--- config.mk ---
export PLATFORM = sky130hd
export DESIGN_NAME = runctl_top
export DESIGN_NICKNAME = d
export VERILOG_FILES = /design/src/rtl/runctl_pkg.sv /design/src/rtl/runctl_nextpc.sv /design/src/rtl/runctl_seq.sv /design/src/rtl/runctl_hostregs.sv /design/src/rtl/runctl_top.sv
export SDC_FILE = /design/constraint.sdc
export NUM_CORES = 1
export LEC_CHECK = 0
export ABC_CLOCK_PERIOD_IN_PS = 2900
export CAP_MARGIN = 20
export CORE_ASPECT_RATIO = 1.1
export CORE_MARGIN = 1.5
export CORE_UTILIZATION = 48
export DETAILED_ROUTE_END_ITERATION = 8
export PLACE_DENSITY = 0.8
export SLEW_MARGIN = 20
export SYNTH_ARGS = -nofsm -noshare
export SYNTH_HDL_FRONTEND = slang
export SYNTH_SLANG_ARGS = --single-unit
--- constraint.sdc ---
create_clock -name clk -period 2.9 [get_ports clk]
set_input_delay 0.29 -clock clk [delete_from_list [all_inputs] [get_ports clk]]
set_output_delay 0.29 -clock clk [all_outputs]
set_load 0.02 [all_outputs]
--- src/rtl/runctl_pkg.sv ---
package runctl_pkg;
  typedef enum logic [1:0] {
    ST_IDLE      = 2'd0,
    ST_WAIT_SEED = 2'd1,
    ST_WARM      = 2'd2,
    ST_RUN       = 2'd3
  } run_state_e;
endpackage

--- src/rtl/runctl_nextpc.sv ---
module runctl_nextpc #(
  parameter int PC_W       = 16,
  parameter int IMEM_BYTES = 4096
) (
  input  logic [PC_W-1:0] pc_i,
  input  logic            jump_i,
  input  logic [PC_W-1:0] jump_pc_i,
  output logic [PC_W-1:0] next_pc_o,
  output logic            bad_o
);
  localparam logic [PC_W:0] LIMIT = (PC_W+1)'(IMEM_BYTES);
  localparam logic [PC_W:0] STEP  = (PC_W+1)'(4);

  logic [PC_W:0] wide;

  always_comb begin
    wide      = jump_i ? {1'b0, jump_pc_i} : ({1'b0, pc_i} + STEP);
    next_pc_o = wide[PC_W-1:0];
    bad_o     = (wide[1:0] != 2'b00) || (wide >= LIMIT);
  end
endmodule

--- src/rtl/runctl_seq.sv ---
module runctl_seq
  import runctl_pkg::*;
#(
  parameter int PC_W = 16
) (
  input  logic            clk,
  input  logic            rst,
  input  logic            start_i,
  input  logic [PC_W-1:0] start_addr_i,
  input  logic            reseed_done_i,
  input  logic            retire_i,
  input  logic            stall_i,
  input  logic            end_i,
  input  logic            err_any_i,
  input  logic [PC_W-1:0] next_pc_i,
  output run_state_e      state_o,
  output logic [PC_W-1:0] pc_o,
  output logic            go_live_o,
  output logic            step_o,
  output logic            halt_o,
  output logic            err_halt_o
);
  run_state_e      state_q;
  logic [PC_W-1:0] pc_q;

  always_comb begin
    go_live_o  = (state_q == ST_WARM);
    step_o     = (state_q == ST_RUN) && retire_i && !stall_i;
    err_halt_o = step_o && err_any_i;
    halt_o     = step_o && (err_any_i || end_i);
  end

  always_ff @(posedge clk) begin
    if (rst) begin
      state_q <= ST_IDLE;
      pc_q    <= '0;
    end else begin
      case (state_q)
        ST_IDLE: if (start_i) begin
          state_q <= ST_WAIT_SEED;
          pc_q    <= start_addr_i;
        end
        ST_WAIT_SEED: if (reseed_done_i) state_q <= ST_WARM;
        ST_WARM: state_q <= ST_RUN;
        ST_RUN: begin
          if (halt_o)      state_q <= ST_IDLE;
          else if (step_o) pc_q    <= next_pc_i;
        end
        default: state_q <= ST_IDLE;
      endcase
    end
  end

  assign state_o = state_q;
  assign pc_o    = pc_q;


  stall_hold_chk: assert property (@(posedge clk) disable iff (rst)
    (state_q == ST_RUN && stall_i) |=> $stable(pc_q));

  seed_wait_chk: assert property (@(posedge clk) disable iff (rst)
    (state_q == ST_WAIT_SEED && !reseed_done_i) |=> (state_q == ST_WAIT_SEED));

  warm_one_cycle_chk: assert property (@(posedge clk) disable iff (rst)
    (state_q == ST_WARM) |=> (state_q == ST_RUN));
endmodule

--- src/rtl/runctl_hostregs.sv ---
module runctl_hostregs #(
  parameter int PC_W  = 16,
  parameter int ERR_W = 8,
  parameter int CNT_W = 32
) (
  input  logic             clk,
  input  logic             rst,
  input  logic             go_live_i,
  input  logic             step_i,
  input  logic             halt_i,
  input  logic             err_halt_i,
  input  logic [ERR_W-1:0] err_bits_i,
  input  logic [PC_W-1:0]  pc_i,
  output logic             busy_o,
  output logic             done_o,
  output logic [ERR_W-1:0] err_bits_o,
  output logic [CNT_W-1:0] insn_cnt_o,
  output logic [PC_W-1:0]  stop_pc_o
);
  always_ff @(posedge clk) begin
    if (rst) begin
      busy_o     <= 1'b0;
      done_o     <= 1'b0;
      err_bits_o <= '0;
      insn_cnt_o <= '0;
      stop_pc_o  <= '0;
    end else if (go_live_i) begin
      busy_o     <= 1'b1;
      done_o     <= 1'b0;
      err_bits_o <= '0;
      insn_cnt_o <= '0;
    end else begin
      if (step_i && !err_halt_i) insn_cnt_o <= insn_cnt_o + 1'b1;
      if (err_halt_i)            err_bits_o <= err_bits_i;
      if (halt_i) begin
        busy_o    <= 1'b0;
        done_o    <= 1'b1;
        stop_pc_o <= pc_i;
      end
    end
  end


  halt_flags_chk: assert property (@(posedge clk) disable iff (rst)
    halt_i |=> (!busy_o && done_o));

  err_no_count_chk: assert property (@(posedge clk) disable iff (rst)
    err_halt_i |=> $stable(insn_cnt_o));

  go_live_chk: assert property (@(posedge clk) disable iff (rst)
    go_live_i |=> (busy_o && insn_cnt_o == '0 && err_bits_o == '0));
endmodule

--- src/rtl/runctl_top.sv ---
module runctl_top
  import runctl_pkg::*;
#(
  parameter int PC_W       = 16,
  parameter int IMEM_BYTES = 4096,
  parameter int ERR_W      = 8,
  parameter int CNT_W      = 32,
  parameter int BAD_BIT    = 0
) (
  input  logic             clk,
  input  logic             rst,
  input  logic             start_i,
  input  logic [PC_W-1:0]  start_addr_i,
  input  logic             reseed_done_i,
  input  logic             retire_i,
  input  logic             stall_i,
  input  logic             jump_i,
  input  logic [PC_W-1:0]  jump_pc_i,
  input  logic             end_i,
  input  logic [ERR_W-1:0] err_i,
  output logic             fetch_en_o,
  output logic [PC_W-1:0]  pc_o,
  output logic             commit_o,
  output logic             abort_o,
  output logic             busy_o,
  output logic             done_o,
  output logic [ERR_W-1:0] err_bits_o,
  output logic [CNT_W-1:0] insn_cnt_o,
  output logic [PC_W-1:0]  stop_pc_o
);
  localparam logic [ERR_W-1:0] BAD_MASK = ERR_W'(1) << BAD_BIT;

  logic [PC_W-1:0]  next_pc;
  logic             bad_addr;
  logic [ERR_W-1:0] err_all;
  run_state_e       state;
  logic             go_live, step, halt, err_halt;

  runctl_nextpc #(.PC_W(PC_W), .IMEM_BYTES(IMEM_BYTES)) u_nextpc (
    .pc_i      (pc_o),
    .jump_i    (jump_i),
    .jump_pc_i (jump_pc_i),
    .next_pc_o (next_pc),
    .bad_o     (bad_addr)
  );

  assign err_all = err_i | (bad_addr ? BAD_MASK : '0);

  runctl_seq #(.PC_W(PC_W)) u_seq (
    .clk           (clk),
    .rst           (rst),
    .start_i       (start_i),
    .start_addr_i  (start_addr_i),
    .reseed_done_i (reseed_done_i),
    .retire_i      (retire_i),
    .stall_i       (stall_i),
    .end_i         (end_i),
    .err_any_i     (err_all != '0),
    .next_pc_i     (next_pc),
    .state_o       (state),
    .pc_o          (pc_o),
    .go_live_o     (go_live),
    .step_o        (step),
    .halt_o        (halt),
    .err_halt_o    (err_halt)
  );

  runctl_hostregs #(.PC_W(PC_W), .ERR_W(ERR_W), .CNT_W(CNT_W)) u_regs (
    .clk        (clk),
    .rst        (rst),
    .go_live_i  (go_live),
    .step_i     (step),
    .halt_i     (halt),
    .err_halt_i (err_halt),
    .err_bits_i (err_all),
    .pc_i       (pc_o),
    .busy_o     (busy_o),
    .done_o     (done_o),
    .err_bits_o (err_bits_o),
    .insn_cnt_o (insn_cnt_o),
    .stop_pc_o  (stop_pc_o)
  );

  assign fetch_en_o = (state == ST_RUN);
  assign commit_o   = step && !err_halt;
  assign abort_o    = err_halt;


  commit_abort_excl_chk: assert property (@(posedge clk) disable iff (rst)
    !(commit_o && abort_o));

  halt_drops_fetch_chk: assert property (@(posedge clk) disable iff (rst)
    (abort_o || (commit_o && end_i)) |=> !fetch_en_o);

  count_step_chk: assert property (@(posedge clk) disable iff (rst)
    (commit_o && fetch_en_o) |=> (insn_cnt_o == $past(insn_cnt_o) + 1'b1));
endmodule

-- After elaboration in Yosys (flattened, before gate mapping)
Cells that the tools add are included.
- equal/unequal tests: 8
- mux-type cells: 12
- add/subtract/negate cells: 2
- order comparisons: 1
- reduce and logical (&&, ||, !) cells: 18
- bitwise gates (word level): 2
- operators by type and width (cell ; count):
    two-way mux 16 bit ; 3
    adder 32 x 1 -> 32 bit, second input constant ; 1
    one-hot mux 16 bit (2 select lines) ; 1
    adder 16 x 3 -> 17 bit, second input constant ; 1
    greater-or-equal comparator 17 x 13 -> 1 bit, second input constant ; 1
    two-way mux 17 bit ; 1
    bitwise OR 8 x 1 -> 8 bit ; 1
    one-hot mux 2 bit (4 select lines) ; 1
    nonzero test 8 bit ; 1
    two-way mux 2 bit ; 3
    inequality test 2 bit, second input constant ; 3
    nonzero test 2 bit ; 3
    logical AND 1 bit ; 5
    == test 2 bit, second input constant ; 2
    inequality test 2 x 1 -> 1 bit, second input constant ; 2
    AND reduction 4 bit ; 1
    two-way mux 1 bit ; 3
    AND reduction 3 bit ; 1
    == test 2 x 1 -> 1 bit, second input constant ; 1
    logical NOT 1 bit ; 2
    logical NOT 2 bit ; 1
    logical OR 1 bit ; 2
    AND reduction 2 bit ; 1
    OR reduction 2 bit ; 1
    inverter 1 bit ; 1
- bits of input ports: 48
- register bits after elaboration: 76
- output and inout port bits: 77

-- Depth between registers and ports, before layout
- depth after elaboration: 11
- depth in mapped cells: 10
- depth with buffers taken out: 7

-- Modules after synthesis
From an unflattened synthesis, not the netlist that was laid out.
- cells, all modules: 466
- area, all modules: 3996.3 µm²
- by module, submodules not included (module ; area an instance (µm²) ; times used ; cells an instance ; sequential area each (µm²)):
    runctl_hostregs ; 2491.1 ; 1 ; 294 ; 1161.1
    runctl_seq ; 1024.7 ; 1 ; 98 ; 360.3
    runctl_nextpc ; 442.9 ; 1 ; 68 ; 0.0
    runctl_top ; 37.5 ; 1 ; 6 ; 0.0

-- Worst setup path after synthesis
No wires, ideal clock.
- kind: flip-flop to output port
- start point: register u_seq.pc_q[3], in the netlist u_seq.pc_o[3]
- end point: output commit_o
- arrival time: 2.239 ns
- cell stages (with the launch flop): 9
- setup slack: 0.371 ns
- cells stage by stage: dfxtp_1 > ha_1 > and3_1 > a41oi_2 > a211oi_2 > o211ai_4 > buf_6 > buf_6 > nor2_1
- word-level cells in the longest chain between the ends: 10
- ends and longest elaborated chain (item ; RTL line ; RTL):
    start: declaration ; runctl_seq.sv:24 ; logic [PC_W-1:0] pc_q;
    start signal: assignment ; runctl_seq.sv:41 ; pc_q <= start_addr_i;
    start signal: assignment ; runctl_seq.sv:47 ; else if (step_o) pc_q <= next_pc_i;
    adder 16 x 3 -> 17 bit ; runctl_nextpc.sv:17 ; wide = jump_i ? {1'b0, jump_pc_i} : ({1'b0, pc_i} + STEP);
    two-way mux 17 bit ; runctl_nextpc.sv:17 ;
    greater-or-equal comparator 17 x 13 -> 1 bit ; runctl_nextpc.sv:19 ; bad_o = (wide[1:0] != 2'b00) || (wide >= LIMIT);
    logical OR 1 bit ; runctl_nextpc.sv:19 ;
    two-way mux 1 bit ; runctl_top.sv:47 ; assign err_all = err_i | (bad_addr ? BAD_MASK : '0);
    bitwise OR 8 x 1 -> 8 bit ; runctl_top.sv:47 ;
    nonzero test 8 bit ; runctl_top.sv:58 ; .err_any_i (err_all != '0),
    logical AND 1 bit ; runctl_seq.sv:29 ; err_halt_o = step_o && err_any_i;
    logical NOT 1 bit ; runctl_top.sv:85 ; assign commit_o = step && !err_halt;
    logical AND 1 bit ; runctl_top.sv:85 ;
    end: declaration ; runctl_top.sv:23 ; output logic commit_o,
No other way between the ends.

-- Worst setup path in the final report
- start point: register u_seq.pc_q[2], in the netlist u_seq.pc_o[2]
- end point: output abort_o
- word-level cells in the longest chain between the ends: 8
- ends and longest elaborated chain (item ; RTL line ; RTL):
    adder 16 x 3 -> 17 bit ; runctl_nextpc.sv:17 ;
    two-way mux 17 bit ; runctl_nextpc.sv:17 ;
    greater-or-equal comparator 17 x 13 -> 1 bit ; runctl_nextpc.sv:19 ;
    logical OR 1 bit ; runctl_nextpc.sv:19 ;
    two-way mux 1 bit ; runctl_top.sv:47 ;
    bitwise OR 8 x 1 -> 8 bit ; runctl_top.sv:47 ;
    nonzero test 8 bit ; runctl_top.sv:58 ;
    logical AND 1 bit ; runctl_seq.sv:29 ;
    end: declaration ; runctl_top.sv:24 ; output logic abort_o,
No other way between the ends.

==> impl_metrics.toml <==
[run_status]
outcome = "complete, no violations"

[global_routing]
track_usage_pct = 26.47
grt_pass1_wl_um = 20020
grt_pass1_vias = 4160
grt-ovfl-total = 0
grt_max_degree = 61
antenna_found_initial = 0

[route]
vias_per_cell = 5.877
finalWirelength_um = 12620
drt_iter0_drc = 264
wire_per_inst_um = 16.74
ant_nets = 0
drc = 0
num_vias = 4431
dr.pass1.iters = 5

[run]
max-cap-violations = 0

[layout]
area_growth_pct = 36.96
instances_no_fill = 754
nNetsFinal = 689
ff_latch_area_um2 = 1523
num_antenna_cells = 0
fill_cells = 728
design_area_um2 = 6005
drive_gt1_share_pct = 10.78
final_common_cell = "clkdlybuf4s50_1"
multi_input_area_um2 = 2636
utilization_pct = 67.67
mostFrequentLayoutCells = "122 x clkdlybuf4s50_1, 75 x dfxtp_1, 45 x nand2_1"

[sta]
final_hold_viol_count = 0
max_freq_mhz = 362.8
tns_ns = 0
min_period_ns = 2.756
slew_headroom_pct = 59.09
worst_pin_slew_ns = 0.6136
fin_skew_ns = 0.01332
finalSetupViolations = 0
drv_slew = 0
period_share_pct = 95.04
rsz0062_at_grt = "false"

[synth]
synth_edf_count = 0
yosys_register_bits = 76
syn_area_per_cell_um2 = 8.630
ys_seq_area_share_pct = 34.70
ys.warnings.count = 0
synth_area_um2 = 4384
synthCells = 508
yosysTopAreaCell = "dfxtp_1"
syn_nets = 562
synth_top_area_share_pct = 34.70
synth-main-ff-cell = "dfxtp_1"
synth.distinct_cells = 65
synth_area_leaders = "dfxtp_1 35%, mux2i_1 7.3%, nand2b_1 6.0%"
postSynth.asyncResetShare_pct = 0

[clocking]
clock_sinks = 76
cts_hold_buf = 0
h-tree-depth = 3
worstSkewPairLatency_ns = 0.35
cts_tree = "built"
cts_buffers = 9
clockRootBuffer = "clkbuf_8"
clock_path_buffers = 2
clk_pin_slew_ns = 0.08

[placement]
placed_cells_incl_taps = 738
place_congestion = 0.9218
hpwl_um = 9469
placed_area_um2 = 5792
portBuffers = 124

[pwr]
powerDensity_nw_per_um2 = 588.9
leakagePower_nw = 2.233
ir_drop_v = 0.0004093
power_w = 0.003536

[critical_path]
worstPathArrival_ns = 2.47
required_ns = 2.61
path_max_fanout = 7
crit_path_end_kind = "output pin"
critPathKind = "reg -> out"
crit_path_start_kind = "flip-flop"

[floorplan]
die_area_um2 = 9717
coreArea_um2 = 8874
die_w_um = 94.13
start_util_pct = 49.41
die_h_um = 103.2
row_count = 36
io-pin-count = 125

[worst_hold_path]
hp-class = "reg -> reg"
path summary, 6_finish.rpt:
path	from	endpoint	slack, ns	depth (start not counted)
worst min-delay path	u_regs.stop_pc_o[7]	u_regs.stop_pc_o[7]	0.48	2
worst min register to register	u_regs.stop_pc_o[7]	u_regs.stop_pc_o[7]	0.48	2
worst max register to register	u_seq.pc_o[2]	u_seq.pc_o[13]	0.21	7
worst max-delay path	u_seq.pc_o[2]	abort_o	0.14	8
metal layers:
layer  global-route usage [%]  up-vias  wire length (um)
met5                        0        -                 0
met4                    13.43        0               452
met2                    47.27      192              6512
met1                    30.51     2083              4902
met3                    4.678       35               755
li1                         -     2121                 -
logic make-up after synthesis:
| group | synth area share, % |
|---|---|
| flops | 34.70 |
| compound gates | 20.92 |
| simple gates | 27.60 |
| buf+inv | 5.451 |
| mux | 7.820 |
| fa+ha+maj | 1.712 |
| xor+xnor | 1.798 |
per-stage QoR:
| step | hold slack, ns | worst slack, ns |
|---|---|---|
| 6_report | 0.4808 | 0.1439 |
| 5_1_grt | 0.5080 | 0.01310 |
| 4_1_cts | 0.4853 | 0.1256 |
| 3_5_place_dp | 0.4724 | 0.03026 |
| 3_3_place_gp | 0.4636 | 0.1365 |
| 2_1_floorplan | 0.4377 | 0.3710 |
cells in the mapped netlist (6+ instances only):
library cell	count
nand2_1	45
o211ai_1	21
dfxtp_1	76
nor2b_1	8
ha_1	6
o21ai_0	16
inv_1	16
clkbuf_1	22
nand3_1	26
mux2i_1	32
nand2b_1	42
o31ai_1	7
nor2_1	20
or4_1	20
a21o_1	8
a21oi_1	22
or3_1	7
nand4_1	11
critical path: stages (launching register included):
cell and delay (ns):
dfxtp_1 0.41, buf_4 0.19, nand4_1 0.15, or4_4 0.54
o211a_4 0.19, o211ai_4 0.20, nand2_1 0.08, inv_1 0.05
dlygate4sd2_1 0.32
final cells by class:
cell class / instances / area share, %
clock buffers: 10 / 2.292
clock inverters: 6 / 1.063
inverters: 16 / 1.000
multi-input cells: 381 / 43.90
flip-flops and latches: 76 / 25.36
well taps: 114 / 2.375
repair buffers: 151 / 24.00
where the power goes:
part / internal [W] / leakage (nW) / total (W) / switching (W)
clock: 0.000419 / 0.0983 / 0.000820 / 0.000400
sequential: 0.00116 / 0.616 / 0.00131 / 0.000151
combinational: 0.000636 / 1.52 / 0.00141 / 0.000771
total: 0.00221 / 2.23 / 0.00354 / 0.00132
repair_timing:
action,4_1_cts,5_1_grt
buffers inserted,0,0
pin swaps,1,0
gates resized for setup,3,2
setup endpoints to repair,2,2
sequential cells by signal, indices dropped and copies added, names as in the netlist:
name and cells:
u_regs.err_bits_o 8, u_seq.pc_o 16, u_regs.stop_pc_o 16, u_seq.state_o 2
u_regs.busy_o 1, u_regs.insn_cnt_o 32, u_regs.done_o 1
Power figures use the tool's default switching activity.
